<file path="config.mk">
export PLATFORM = sky130hd
export DESIGN_NAME = rle_encoder
export DESIGN_NICKNAME = d
export VERILOG_FILES = /design/src/rtl/rle_pkg.sv /design/src/rtl/rle_run_tracker.sv /design/src/rtl/rle_tier_coder.sv /design/src/rtl/rle_encoder.sv
export SDC_FILE = /design/constraint.sdc
export NUM_CORES = 1
export LEC_CHECK = 0
export ABC_AREA = 1
export CORE_MARGIN = 2
export CORE_UTILIZATION = 57
export DETAILED_ROUTE_END_ITERATION = 10
export PLACE_DENSITY = 0.89
export RECOVER_POWER = 50
export REMOVE_ABC_BUFFERS = 1
export SETUP_SLACK_MARGIN = 0.05
export SLEW_MARGIN = 20
export SYNTH_ARGS = -nofsm -noshare
export SYNTH_HDL_FRONTEND = slang
export SYNTH_SLANG_ARGS = --single-unit
</file>
<file path="constraint.sdc">
create_clock -name clk -period 3.5 [get_ports clk]
set_input_delay 0.875 -clock clk [delete_from_list [all_inputs] [get_ports clk]]
set_output_delay 0.875 -clock clk [all_outputs]
set_load 0.01 [all_outputs]
</file>
<file path="src/rtl/rle_pkg.sv">
package rle_pkg;
    typedef enum logic {
        S_IDLE = 1'b0,
        S_RUN  = 1'b1
    } rle_state_e;
endpackage

</file>
<file path="src/rtl/rle_run_tracker.sv">
// Holds the level of the run in progress and its tick count.
module rle_run_tracker #(
    parameter int CNT_W = 22,
    parameter logic [CNT_W-1:0] CNT_MAX = 22'd2097152
) (
    input  logic             clk,
    input  logic             rst_n,
    input  logic             load_i,
    input  logic             inc_i,
    input  logic             din_i,
    output logic             level_q,
    output logic [CNT_W-1:0] count_q
);
    localparam logic [CNT_W-1:0] ONE = CNT_W'(1);

    always_ff @(posedge clk or negedge rst_n) begin
        if (!rst_n) begin
            level_q <= 1'b0;
            count_q <= '0;
        end else if (load_i) begin
            level_q <= din_i;
            count_q <= ONE;
        end else if (inc_i) begin
            count_q <= count_q + ONE;
        end
    end

    // the count never passes the largest long-tier length
    p_count_bound_r7: assert property (@(posedge clk) disable iff (!rst_n)
        count_q <= CNT_MAX);

    // extending a run is only requested below saturation
    p_inc_below_max_r7: assert property (@(posedge clk) disable iff (!rst_n)
        inc_i |-> (count_q < CNT_MAX));

    // a run is either closed or extended, never both
    p_single_action_r6: assert property (@(posedge clk) disable iff (!rst_n)
        !(load_i && inc_i));
endmodule

</file>
<file path="src/rtl/rle_tier_coder.sv">
// Picks the shortest tier for a run and forms the right-aligned codeword.
module rle_tier_coder #(
    parameter int MID_W  = 5,
    parameter int LONG_W = 21,
    parameter int CNT_W  = LONG_W + 1,
    parameter int CODE_W = LONG_W + 3,
    parameter int LEN_W  = $clog2(CODE_W + 1)
) (
    input  logic              level_i,
    input  logic [CNT_W-1:0]  count_i,
    output logic [CODE_W-1:0] code_o,
    output logic [LEN_W-1:0]  len_o
);
    localparam logic [CNT_W-1:0] ONE     = CNT_W'(1);
    localparam logic [CNT_W-1:0] MID_MAX = CNT_W'(1) << MID_W;

    logic [CNT_W-1:0]  minus1;
    logic [CODE_W-1:0] lvl_w;

    assign minus1 = count_i - ONE;
    assign lvl_w  = CODE_W'(level_i);

    always_comb begin
        if (count_i == ONE) begin
            code_o = lvl_w << 1;
            len_o  = LEN_W'(2);
        end else if (count_i <= MID_MAX) begin
            code_o = (lvl_w << (MID_W + 2))
                   | (CODE_W'(2) << MID_W)
                   | CODE_W'(minus1[MID_W-1:0]);
            len_o  = LEN_W'(MID_W + 3);
        end else begin
            code_o = (lvl_w << (LONG_W + 2))
                   | (CODE_W'(3) << LONG_W)
                   | CODE_W'(minus1[LONG_W-1:0]);
            len_o  = LEN_W'(CODE_W);
        end
    end
endmodule

</file>
<file path="src/rtl/rle_encoder.sv">
module rle_encoder
    import rle_pkg::*;
#(
    parameter int MID_W  = 5,
    parameter int LONG_W = 21,
    localparam int CODE_W = LONG_W + 3,
    localparam int LEN_W  = $clog2(CODE_W + 1)
) (
    input  logic              clk,
    input  logic              rst_n,
    input  logic              start_i,
    input  logic              flush_i,
    input  logic              din_i,
    output logic [CODE_W-1:0] code_o,
    output logic [LEN_W-1:0]  len_o,
    output logic              valid_o
);
    localparam int CNT_W = LONG_W + 1;
    localparam logic [CNT_W-1:0] RUN_MAX   = CNT_W'(1) << LONG_W;
    localparam logic [LEN_W-1:0] LEN_SHORT = LEN_W'(2);
    localparam logic [LEN_W-1:0] LEN_MID   = LEN_W'(MID_W + 3);
    localparam logic [LEN_W-1:0] LEN_LONG  = LEN_W'(CODE_W);

    rle_state_e        state_q, state_d;
    logic              load, inc, emit;
    logic              level_q;
    logic [CNT_W-1:0]  count_q;
    logic [CODE_W-1:0] enc_code;
    logic [LEN_W-1:0]  enc_len;

    rle_run_tracker #(.CNT_W(CNT_W), .CNT_MAX(RUN_MAX)) u_tracker (
        .clk     (clk),
        .rst_n   (rst_n),
        .load_i  (load),
        .inc_i   (inc),
        .din_i   (din_i),
        .level_q (level_q),
        .count_q (count_q)
    );

    rle_tier_coder #(
        .MID_W(MID_W), .LONG_W(LONG_W), .CNT_W(CNT_W),
        .CODE_W(CODE_W), .LEN_W(LEN_W)
    ) u_coder (
        .level_i (level_q),
        .count_i (count_q),
        .code_o  (enc_code),
        .len_o   (enc_len)
    );

    // State register
    always_ff @(posedge clk or negedge rst_n) begin
        if (!rst_n) state_q <= S_IDLE;
        else        state_q <= state_d;
    end

    // Next state and run control
    always_comb begin
        state_d = state_q;
        load    = 1'b0;
        inc     = 1'b0;
        emit    = 1'b0;
        unique case (state_q)
            S_IDLE: begin
                if (start_i) begin
                    load    = 1'b1;
                    state_d = S_RUN;
                end
            end
            S_RUN: begin
                if (flush_i) begin
                    emit    = 1'b1;
                    state_d = S_IDLE;
                end else if ((din_i != level_q) || (count_q == RUN_MAX)) begin
                    emit = 1'b1;
                    load = 1'b1;
                end else begin
                    inc = 1'b1;
                end
            end
        endcase
    end

    // Registered codeword outputs
    always_ff @(posedge clk or negedge rst_n) begin
        if (!rst_n) begin
            valid_o <= 1'b0;
            code_o  <= '0;
            len_o   <= '0;
        end else begin
            valid_o <= emit;
            if (emit) begin
                code_o <= enc_code;
                len_o  <= enc_len;
            end
        end
    end

    // nothing is emitted after a cycle spent idle
    p_idle_quiet_r1: assert property (@(posedge clk) disable iff (!rst_n)
        (state_q == S_IDLE) |=> !valid_o);

    // a level change closes the run on the next cycle
    p_change_emits_r6: assert property (@(posedge clk) disable iff (!rst_n)
        (state_q == S_RUN && !flush_i && din_i != level_q) |=> valid_o);

    // a run that is only extended stays silent
    p_hold_quiet_r6: assert property (@(posedge clk) disable iff (!rst_n)
        (state_q == S_RUN && !flush_i && din_i == level_q && count_q != RUN_MAX)
        |=> !valid_o);

    // a saturated run produces a long codeword
    p_sat_long_r7: assert property (@(posedge clk) disable iff (!rst_n)
        (state_q == S_RUN && !flush_i && count_q == RUN_MAX)
        |=> (valid_o && len_o == LEN_LONG));

    // a flush emits and returns to idle
    p_flush_idle_r8: assert property (@(posedge clk) disable iff (!rst_n)
        (state_q == S_RUN && flush_i) |=> (valid_o && state_q == S_IDLE));

    // only the three tier lengths appear
    p_len_legal_r3: assert property (@(posedge clk) disable iff (!rst_n)
        valid_o |-> (len_o == LEN_SHORT || len_o == LEN_MID || len_o == LEN_LONG));

    // bits above the codeword length are zero
    p_code_clean_r11: assert property (@(posedge clk) disable iff (!rst_n)
        valid_o |-> ((code_o >> len_o) == '0));
endmodule

</file>
Word level (Yosys, flattened, before mapping)

Cells that the tools add are included.
Widths: inputs -> output; s select.

Bits in registers: 54
Bits of input ports: 5
Output and inout port bits: 30
Logic and storage cells: 34

Add/sub/neg operators: 2
Order comparisons: 1
Equality and inequality tests: 3
Muxes and demuxes: 17
Bitwise operators: 3
Reduce and logical (&&, ||, !) cells: 2

Operators by type and width:

| cell                  | number |
|---|---|
| $mux 24               | 2 |
| $mux 22               | 2 |
| $or 24x21->24         | 1 |
| $add 22x1->22 const B | 1 |
| $eq 22x1->1 const B   | 1 |
| $eq 22x22->1 const B  | 1 |
| $le 22x6->1 const B   | 1 |
| $sub 21x1->21 const B | 1 |
| $mux 5                | 2 |
| $mux 1                | 9 |
| $or 8x5->8            | 1 |
| $pmux 1 s2            | 2 |
| $reduce_bool 2->1     | 1 |
| $logic_or 1x1->1      | 1 |
| $ne 1x1->1            | 1 |
| $not 1->1             | 1 |

Depth between registers and ports, before layout

Depth in word-level cells: 7
Mapped depth: 11
Depth with buffers taken out: 11

Modules after synthesis

A second synthesis with hierarchy kept.

Cell total of the unflattened synthesis: 514
Area, all modules: 3543.4 um^2

Modules (own cells, without submodules):

| module          | instances | cells each | area each (um^2) |
|---|---|---|---|
| rle_encoder     | 1         | 160        | 1382.6 |
| rle_run_tracker | 1         | 183        | 1326.3 |
| rle_tier_coder  | 1         | 171        | 834.6 |

Worst setup path before layout

No wires, ideal clock.

Path type: input-to-reg
From: input flush_i
To: register u_tracker.count_q[16]
Setup time: 117 ps
Data arrival time: 1701 ps
Data required time: 3383 ps
Setup slack: 1682 ps
Stages: 10
Cells stage by stage: inv_1 -> nand2_1 -> nand2_2 -> nand2_1 -> inv_1 -> nand2_1 -> nor2_2 -> nand3_1 -> nor2_1 -> nor2_1

Longest elaborated chain between the ends: 3
Elaborated cells between the ends (all ways): 6
Classes of those cells: 5 x mux; 1 x reduce/logical

RTL lines:

| item                                         | RTL line              | RTL |
|---|---|---|
| start, declared                              | rle_encoder.sv:12     | `input logic flush_i,` |
| $mux 1                                       | rle_encoder.sv:71     | `if (flush_i) begin` |
| $pmux 1 s2 or $mux 1 (tied branches)         | rle_encoder.sv:63     | `unique case (state_q)` |
| $mux 22 or $reduce_bool 2->1 (tied branches) | --                    |  |
| end signal, assigned                         | rle_run_tracker.sv:24 | `count_q <= count_q + ONE;` |
| end, declared                                | rle_run_tracker.sv:12 | `output logic [CNT_W-1:0] count_q` |

Several ways; a longest one is shown, not always the timed one.
A chain may end at the register's enable or synchronous reset.

Worst setup path after layout

From: input flush_i
To: register u_tracker.count_q[17]

Same word-level chain as after synthesis.

==> impl_metrics.toml <==
[layout]
area_growth_pct = 10.4
layout-drive-gt1-share = 0.102
n_antenna_cell = 0
fillers = 489
nets = 479

[setup_path]
worstSetupStartpointType = "primary input"
crit_path_end_kind = "flip-flop"
critPathMaxStageDelay_ns = 0.55
slowest_stage = "dlygate4sd3_1"
arrival_ns = 2.78
crit_family = "buffers and inverters"
r2r_end = "u_tracker.count_q[17]"
worst_path_most_repeated_cell = "nand2_1"
crit_cells = 7
critical_path_class = "primary input to flip-flop"
cp_max_fo = 15
crit_buf_inv = 3
crit_chain = "dlygate4sd3_1, inv_1, nand2_1, nand2_1, nand2_1, inv_2, a21oi_1"
regToRegSetupSlack_ns = 1.32
rr_worst_depth = 9
required_ns = 3.69
reg2reg_from = "u_tracker.count_q[0]"

[clocking]
cts.htree.levels = 2
cts_hold_buf = 0
clkSinkCount = 50
clock-root-buffer = "clkbuf_8"
cts_inserted_buffers = 5
clock_latency_ns = 0.31
clk_pin_slew_ns = 0.09
postCtsSetupBuffers = 0
cts_max_path_buffers = 2
cts_tree = "built"
cts.repair.resized = 0

[route]
via_count = 2876
drcViolationCount = 0
first_pass_iters = 5
drtAntennaViolNets = 0
wire_per_inst_um = 13.1
drt-total-wl_um = 7120
viasPerCell = 5.29
drt_iter0_drc = 204

[die]
dieArea_mm2 = 0.00632
die_w_um = 79.5
num_rows = 27
pin_count = 35
core_area_mm2 = 0.00551
die_h_um = 79.5
initial_core_util = 0.590

[synth]
synthDominantCellAreaShare = 0.385
yosysMostFrequentCell = "nand2_1"
syn_area_mm2 = 0.00325
synth_common_cells = "nand2_1 (148), nor2_1 (70), dfrtp_1 (50)"
ys_top_cells_by_area = "dfrtp_1 (38%), nand2_1 (17%), nor2_1 (8.1%)"
yosysTopAreaCell = "dfrtp_1"
synth_seq_area_share = 0.385
synthFlopType = "dfrtp_1"
synth_edf_count = 0
ys_types = 31
async_reset_ff_frac = 1.00
synth_cells = 450
ys_seq_elements = 50
ys.warnings.count = 0
avgSynthCellArea_um2 = 7.22

[timing]
setup_viol = 0
fin_skew_ns = 0.0117
hold_viol = 0
slew_viol_final = 0
relSlewSlack = 0.181
max_freq_mhz = 386
rsz0062_at_grt = "false"
worst_slack_ns = 0.907
worst_slew_pin_slew_ns = 1.23
period_share = 0.741
min_period_ns = 2.59
setup_tns_ns = 0

[place]
gp_congestion = 0.922
dp_hpwl_um = 5400
io_buffers = 32
dp_slack_ns = 0.940

[global_routing]
gr-usage-all-layers = 0.244
grt-ovfl-total = 0
grt_max_degree = 51
antenna_found_initial = 0
grt_pass1_wl_um = 12000
grt_pass1_vias = 2654

[worst_hold_path]
min_path_cells = 2
holdPathEnd = "code_o[8]"
min_path_type = "flip-flop to flip-flop"
worstHoldStart = "code_o[8]"

[pwr]
p_leak_nw = 1.78
irDropWorstVdd_mv = 0.348
pwr_density_cell_mw_per_mm2 = 495

[outcome]
status = "complete, no violations"

[run]
cap_viol_max_count = 0
==> placed cells by master (no fill, tap or decap), drive strengths merged, types with 2 or more instances in the layout <==
master,netlist,final
a21oi,7,7
clkbuf,1,7
clkdlybuf4s50,0,24
conb,1,2
dfrtp,50,50
dlygate4sd3,0,7
ha,3,3
inv,41,41
nand2,154,154
nand3,31,31
nand4,6,6
nor2,83,83
nor3,4,4
o21ai,28,28
xnor2,2,2
xor2,18,18
==> cell families (layout without fill, tap and decap cells) <==
family | count (synthesis) | count (layout) | synth area share
AND/OR/NAND/NOR | 279 | 279 | 0.371
buffers and inverters | 61 | 82 | 0.102
flip-flops | 50 | 50 | 0.385
AO/OA/AOI/OAI | 36 | 36 | 0.0747
XOR/XNOR | 20 | 20 | 0.0539
adder cells (fa/ha/maj) | 3 | 3 | 0.0115
other | 1 | 2 | 0.00115
==> state kept, by name, summed over array words and instances, names as in the netlist <==
signal             count
u_tracker.count_q     22
valid_o                1
u_tracker.level_q      1
len_o                  2
state_q                1
code_o                23
==> worst reg2reg max path, stage by stage, from the launching register on <==
cell and delay, ns:
dfrtp_1 0.42, inv_1 0.18, ha_1 0.26, nand2_2 0.11
nor2_4 0.17, nand3_2 0.12, nand3_1 0.11, nand2_1 0.30
inv_2 0.33, a21oi_1 0.08
==> per-stage QoR <==
step	power (mW)	hold slack, ns	area (um^2)	std cells	util
after global placement	1.37	0.462	3480	536	0.633
after global routing	1.91	0.508	3590	544	0.652
after CTS	1.79	0.489	3590	544	0.653
after detailed placement	1.39	0.466	3480	536	0.633
after floorplan	1.17	0.515	3080	432	-
final	1.78	0.485	3590	544	0.652
==> where the power goes <==
part	internal (mW)	leakage (nW)	switching (mW)
Clock	0.213	0.0514	0.190
Combinational	0.256	1.05	0.410
Sequential	0.647	0.678	0.0608
==> layer usage <==
layer,vias up,wire (um),global-route usage
met5,-,0,0
met4,0,116,0.0845
met3,12,544,0.0407
met2,120,3440,0.408
met1,1308,3020,0.322
li1,1436,-,-
==> cell type report <==
type / count / area [um^2] / area share
multi-input combinational: 340 / 1670 / 0.464
clock inverter: 2 / 37.5 / 0.0105
clock buffer: 6 / 72.6 / 0.0202
sequential: 50 / 1250 / 0.349
tap: 72 / 90.1 / 0.0251
timing repair buffer: 32 / 315 / 0.0878
inverter: 42 / 158 / 0.0439
==> worst max-delay path by stage <==
stage                  from  slack, ns                    end
floorplan           flush_i       1.59  u_tracker.count_q[16]
global placement      din_i       1.04             code_o[15]
detailed placement  flush_i       0.94  u_tracker.count_q[16]
CTS                 flush_i       1.25  u_tracker.count_q[16]
global route        flush_i       0.78  u_tracker.count_q[16]
finish              flush_i       0.91  u_tracker.count_q[17]
Note: power is estimated with default switching activity, not from simulation.
